==> config.mk <==
export PLATFORM = sky130hd
export DESIGN_NAME = rxerr_state_regs
export DESIGN_NICKNAME = d
export VERILOG_FILES = /design/src/rtl/rxerr_pkg.sv /design/src/rtl/rxerr_ctrl_reg.sv /design/src/rtl/rxerr_state_bank.sv /design/src/rtl/rxerr_readback.sv /design/src/rtl/rxerr_state_regs.sv
export SDC_FILE = /design/constraint.sdc
export NUM_CORES = 1
export LEC_CHECK = 0
export ABC_AREA = 0
export CORE_ASPECT_RATIO = 1.4
export CORE_MARGIN = 5
export CORE_UTILIZATION = 30
export CTS_CLUSTER_SIZE = 12
export DETAILED_ROUTE_END_ITERATION = 8
export PLACE_DENSITY = 0.86
export SYNTH_ARGS = -nofsm -noshare
export SYNTH_HDL_FRONTEND = slang
export SYNTH_SLANG_ARGS = --single-unit
==> constraint.sdc <==
create_clock -name clk -period 2.6 [get_ports clk]
set_clock_uncertainty 0.15 [all_clocks]
set_input_delay 0.52 -clock clk [delete_from_list [all_inputs] [get_ports clk]]
set_output_delay 0.52 -clock clk [all_outputs]
set_load 0.01 [all_outputs]
==> src/rtl/rxerr_pkg.sv <==
package rxerr_pkg;

  localparam int NUM_ERR = 3;
  localparam int ERR_PAR = 0;
  localparam int ERR_FRM = 1;
  localparam int ERR_OVR = 2;

  localparam int REG_CTRL   = 0;
  localparam int REG_STATE  = 1;
  localparam int REG_SETCLR = 2;

  localparam int CT_PAR_EN   = 4;
  localparam int CT_FRM_EN   = 17;
  localparam int CT_OVR_EN   = 19;
  localparam int CT_TXOVR_EN = 20;
  localparam int CT_IRQ_EN   = 24;

  localparam int ST_RXEN     = 15;
  localparam int SC_RXEN_CLR = 0;
  localparam int SC_RXEN_SET = 1;

  typedef struct packed {
    logic irq_en;
    logic txovr_en;
    logic ovr_en;
    logic frm_en;
    logic par_en;
  } ctrl_t;

  // state register bit of error flag i
  function automatic int flag_pos(input int i);
    case (i)
      ERR_PAR: return 16;
      ERR_FRM: return 17;
      default: return 19;
    endcase
  endfunction

  // command register bit that clears error flag i
  function automatic int clr_pos(input int i);
    case (i)
      ERR_PAR: return 2;
      ERR_FRM: return 3;
      default: return 5;
    endcase
  endfunction

  // detection enable of error type i
  function automatic logic det_enable(input ctrl_t c, input int i);
    case (i)
      ERR_PAR: return c.par_en;
      ERR_FRM: return c.frm_en;
      default: return c.ovr_en;
    endcase
  endfunction

  // a new event outranks a clear
  function automatic logic flag_next(input logic cur, input logic hit, input logic clr);
    return hit | (cur & ~clr);
  endfunction

  // a set outranks a clear
  function automatic logic rxen_next(input logic cur, input logic set, input logic clr);
    return set | (cur & ~clr);
  endfunction

endpackage

==> src/rtl/rxerr_ctrl_reg.sv <==
module rxerr_ctrl_reg
  import rxerr_pkg::*;
#(
  parameter int DATA_W = 32
) (
  input  logic              clk,
  input  logic              rst_n,
  input  logic              wr_en,
  input  logic [DATA_W-1:0] wdata,
  output ctrl_t             ctrl
);

  ctrl_t ctrl_q;
  logic  unused_wdata;

  assign unused_wdata = ^wdata;

  always_ff @(posedge clk or negedge rst_n) begin
    if (!rst_n) begin
      ctrl_q <= '0;
    end else if (wr_en) begin
      ctrl_q.par_en   <= wdata[CT_PAR_EN];
      ctrl_q.frm_en   <= wdata[CT_FRM_EN];
      ctrl_q.ovr_en   <= wdata[CT_OVR_EN];
      ctrl_q.txovr_en <= wdata[CT_TXOVR_EN];
      ctrl_q.irq_en   <= wdata[CT_IRQ_EN];
    end
  end

  assign ctrl = ctrl_q;

endmodule

==> src/rtl/rxerr_state_bank.sv <==
module rxerr_state_bank
  import rxerr_pkg::*;
(
  input  logic               clk,
  input  logic               rst_n,
  input  logic [NUM_ERR-1:0] hit,
  input  logic [NUM_ERR-1:0] clr,
  input  logic               rxen_set,
  input  logic               rxen_clr,
  output logic [NUM_ERR-1:0] flags,
  output logic               rxen,
  output logic               chr_bad
);

  logic [NUM_ERR-1:0] flag_q;
  logic               rxen_q;
  logic               chr_bad_q;

  for (genvar i = 0; i < NUM_ERR; i++) begin : g_flag
    always_ff @(posedge clk or negedge rst_n) begin
      if (!rst_n) flag_q[i] <= 1'b0;
      else        flag_q[i] <= flag_next(flag_q[i], hit[i], clr[i]);
    end
  end

  always_ff @(posedge clk or negedge rst_n) begin
    if (!rst_n) begin
      rxen_q    <= 1'b0;
      chr_bad_q <= 1'b0;
    end else begin
      rxen_q    <= rxen_next(rxen_q, rxen_set, rxen_clr);
      // overrun is reported separately and never marks the character
      chr_bad_q <= hit[ERR_PAR] | hit[ERR_FRM];
    end
  end

  assign flags   = flag_q;
  assign rxen    = rxen_q;
  assign chr_bad = chr_bad_q;

endmodule

==> src/rtl/rxerr_readback.sv <==
module rxerr_readback
  import rxerr_pkg::*;
#(
  parameter int DATA_W = 32,
  parameter int ADDR_W = 2
) (
  input  logic [ADDR_W-1:0]  addr,
  input  ctrl_t              ctrl,
  input  logic [NUM_ERR-1:0] flags,
  input  logic               rxen,
  output logic [DATA_W-1:0]  rdata
);

  logic [DATA_W-1:0] ctrl_word;
  logic [DATA_W-1:0] state_word;

  always_comb begin
    ctrl_word              = '0;
    ctrl_word[CT_PAR_EN]   = ctrl.par_en;
    ctrl_word[CT_FRM_EN]   = ctrl.frm_en;
    ctrl_word[CT_OVR_EN]   = ctrl.ovr_en;
    ctrl_word[CT_TXOVR_EN] = ctrl.txovr_en;
    ctrl_word[CT_IRQ_EN]   = ctrl.irq_en;
  end

  always_comb begin
    state_word           = '0;
    state_word[ST_RXEN]  = rxen;
    for (int i = 0; i < NUM_ERR; i++) begin
      state_word[flag_pos(i)] = flags[i];
    end
  end

  always_comb begin
    if (addr == ADDR_W'(REG_CTRL))       rdata = ctrl_word;
    else if (addr == ADDR_W'(REG_STATE)) rdata = state_word;
    else                                 rdata = '0;  // command register reads zero
  end

endmodule

==> src/rtl/rxerr_state_regs.sv <==
module rxerr_state_regs
  import rxerr_pkg::*;
#(
  parameter int DATA_W = 32,
  parameter int ADDR_W = 2
) (
  input  logic              clk,
  input  logic              rst_n,
  input  logic              bus_wr,
  input  logic [ADDR_W-1:0] bus_addr,
  input  logic [DATA_W-1:0] bus_wdata,
  output logic [DATA_W-1:0] bus_rdata,
  input  logic              chr_valid,
  input  logic              chr_par_err,
  input  logic              chr_frm_err,
  input  logic              ovr_pulse,
  output logic              rx_enable,
  output logic              err_irq,
  output logic              chr_flagged
);

  ctrl_t              ctrl;
  logic               wr_ctrl;
  logic               wr_cmd;
  logic [NUM_ERR-1:0] evt;
  logic [NUM_ERR-1:0] hit;
  logic [NUM_ERR-1:0] clr;
  logic               rxen_set;
  logic               rxen_clr;
  logic [NUM_ERR-1:0] flags;

  assign wr_ctrl = bus_wr && (bus_addr == ADDR_W'(REG_CTRL));
  assign wr_cmd  = bus_wr && (bus_addr == ADDR_W'(REG_SETCLR));

  assign evt[ERR_PAR] = chr_valid & chr_par_err;
  assign evt[ERR_FRM] = chr_valid & chr_frm_err;
  assign evt[ERR_OVR] = ovr_pulse;

  for (genvar i = 0; i < NUM_ERR; i++) begin : g_evt
    assign hit[i] = evt[i] & det_enable(ctrl, i);
    assign clr[i] = wr_cmd & bus_wdata[clr_pos(i)];
  end

  assign rxen_set = wr_cmd & bus_wdata[SC_RXEN_SET];
  assign rxen_clr = wr_cmd & bus_wdata[SC_RXEN_CLR];

  rxerr_ctrl_reg #(.DATA_W(DATA_W)) u_ctrl (
    .clk   (clk),
    .rst_n (rst_n),
    .wr_en (wr_ctrl),
    .wdata (bus_wdata),
    .ctrl  (ctrl)
  );

  rxerr_state_bank u_bank (
    .clk      (clk),
    .rst_n    (rst_n),
    .hit      (hit),
    .clr      (clr),
    .rxen_set (rxen_set),
    .rxen_clr (rxen_clr),
    .flags    (flags),
    .rxen     (rx_enable),
    .chr_bad  (chr_flagged)
  );

  rxerr_readback #(.DATA_W(DATA_W), .ADDR_W(ADDR_W)) u_rb (
    .addr  (bus_addr),
    .ctrl  (ctrl),
    .flags (flags),
    .rxen  (rx_enable),
    .rdata (bus_rdata)
  );

  assign err_irq = ctrl.irq_en & (|flags);

endmodule

==> flow_summary.json <==
{
  "outcome": "completed",
  "post_cts_resized": 0,
  "rrSetupSlack_ns": 1.66,
  "syn2layout_area_growth_pct": 37.5,
  "end_kind": "primary output",
  "cts_root_buf": "clkbuf_4",
  "cpMostUsedCell": "clkdlybuf4s50_1",
  "synth.area.top_cells": "dfrtp_1 36%, buf_4 27%, mux2_2 8.1%",
  "synth-seq-area-share": 0.359,
  "fp.dieW_um": 50.7,
  "final.min_clock_period_ns": 2.55,
  "cts.reportedPaths.clkPinSlew_ns": 0.07,
  "cpPeakStageDelay_ns": 0.49,
  "start_kind": "input pin",
  "clk_latency_ns": 0.26,
  "vias_per_cell": 4.48,
  "critPathRequiredTime_ns": 1.93,
  "postCtsSetupBuffers": 0,
  "maxCapViolCount": 0,
  "yosys.area_share.xor_xnor": 0,
  "crit_type": "in2out",
  "drt-total-wl_um": 1540,
  "timing.final.ws_setup_ns": 0.0516,
  "crit_path_max_fanout": 9,
  "synth_top_family_by_area": "buffers and inverters",
  "grt_start_max_net_pins": 11,
  "start_util": 0.316,
  "fmax_ghz": 0.392,
  "synth_compound_area_frac": 0.0790,
  "synth_top_cell_area_share": 0.359,
  "cts_sinks": 10,
  "setup_viol": 0,
  "core-area_um2": 2200,
  "hold_violations": 0,
  "slowest_stage": "clkdlybuf4s50_1",
  "dieArea_um2": 3400,
  "cts_hold_buffers": 0,
  "peakVddDrop_mv": 0.284,
  "finalNetCount": 140,
  "synth_top_cell_by_area": "dfrtp_1",
  "grt_setup_unrepaired": "false",
  "path_cells": "clkdlybuf4s50_1 > buf_4 > mux2i_1 > nor2_1 > clkdlybuf4s50_1",
  "antenna_cells": 0,
  "avgSynthCellArea_um2": 10.6,
  "gr-usage-all-layers": 0.0917,
  "num_vias": 537,
  "critPathArrivalTime_ns": 1.88,
  "rr_startpoint": "u_ctrl.ctrl[1]",
  "drive_above_1_share": 0.133,
  "synthMuxAreaShare": 0.110,
  "tns_ns": 0,
  "detail-route-antenna-nets": 0,
  "r2r-end": "u_bank.flags[1]",
  "drtIter0Drc": 8,
  "htree_levels": 1,
  "fp.dieH_um": 67.0,
  "final_cell_mix": "27 x clkdlybuf4s50_1, 25 x conb_1, 10 x dfrtp_1, 5 x mux2_2, 4 x nand4b_1",
  "rr_worst_depth": 1,
  "whs_path_depth": 1,
  "min_path_type": "reg2reg",
  "overflow": 0,
  "dp_hpwl_um": 1320,
  "grt_antenna_before_repair": 0,
  "fillers": 226,
  "hold-path-endpoint": "u_bank.rxen",
  "drc": 0,
  "mappedNetlistArea_um2": 697,
  "ios": 76,
  "path_buf_inv": 3,
  "p_leak_uw": 0.000444,
  "cellPowerDensity_nw_per_um2": 523,
  "synth.distinct_cells": 16,
  "final_common_cell": "clkdlybuf4s50_1",
  "pre_cts_ws_ns": 0.0381,
  "synth_warnings": 0,
  "wire_per_inst_um": 12.9,
  "slew_violations": 0,
  "cts_tree": "done",
  "grt_pass1_wl_um": 2370,
  "first_pass_iters": 4,
  "numPortBuffers": 28,
  "grt_pass1_vias": 584,
  "synthCells": 66,
  "cts_buffer_depth": 2,
  "synthAdderAreaFrac": 0,
  "final.period_utilization": 0.980,
  "final_cells": 120,
  "synth_seq_cells": 10,
  "numCtsBuffers": 3,
  "cp_top_family": "buffers and inverters",
  "dp.cells": 116,
  "num_rows": 20,
  "worstHoldStart": "u_bank.rxen",
  "globalplace.congestion": 0.724,
  "yosys.area_share.simple": 0.163
}
worst max path at each step:
| stage | start | end | cells after the start |
|---|---|---|---|
| 6_report | bus_addr[0] | bus_rdata[19] | 5 |
| 5_1_grt | bus_addr[0] | bus_rdata[19] | 5 |
| 4_1_cts | bus_addr[0] | bus_rdata[17] | 5 |
| 3_5_place_dp | bus_addr[0] | bus_rdata[17] | 5 |
| 3_3_place_gp | bus_addr[0] | bus_rdata[19] | 5 |
| 2_1_floorplan | bus_addr[1] | bus_rdata[20] | 3 |
Yosys cell counts:
master and instances:
a22o_1 1, a22oi_1 1, a32o_1 3, and2_1 3, and3b_1 2, buf_2 2
buf_4 25, conb_1 1, dfrtp_1 10, mux2_2 5, mux2i_1 2, nand4b_1 4
nor2_1 3, nor2b_1 2, nor3b_4 1, o31a_1 1
cell type report:
| class | count | area [um^2] | share of cell area |
|---|---|---|---|
| sequential | 10 | 250 | 0.261 |
| clock buffer | 4 | 36.3 | 0.0379 |
| tap | 22 | 27.5 | 0.0287 |
| timing repair buffer | 31 | 305 | 0.319 |
| multi-input combinational | 53 | 339 | 0.354 |
routing by layer:
layer | routed length [um] | global-route usage
met4 | 2 | 0.0479
met5 | 0 | 0
met1 | 481 | 0.0764
met3 | 243 | 0.0358
met2 | 815 | 0.177
flip-flops by register name (all words and copies together) (netlist names):
signal          cells
u_bank.flags        3
u_bank.chr_bad      1
u_bank.rxen         1
u_ctrl.ctrl         5
through the flow:
step / util / instance area [um^2] / total power (uW) / hold WS (ns)
after global placement: 0.418 / 920 / 362 / 0.334
after CTS: 0.434 / 956 / 513 / 0.363
final: 0.435 / 958 / 502 / 0.358
after floorplan: - / 787 / 310 / 0.0744
after detailed placement: 0.418 / 920 / 368 / 0.345
after global routing: 0.435 / 958 / 536 / 0.384
power breakdown:
group / internal, uW / total (uW) / switching (uW) / leakage (uW)
clock network: 84.9 / 138 / 53.0 / 0.0000210
logic: 92.3 / 155 / 62.7 / 0.000307
registers: 186 / 209 / 23.0 / 0.000116
logic make-up (layout without fill, tap and decap cells):
logic type,Yosys count,after routing
buffers and inverters,27,35
DFF,10,10
other,1,25
and+or+nand+nor,15,15
muxes,7,7
AOI/OAI and AO/OA,6,6
(Power assumes the default switching activity.)
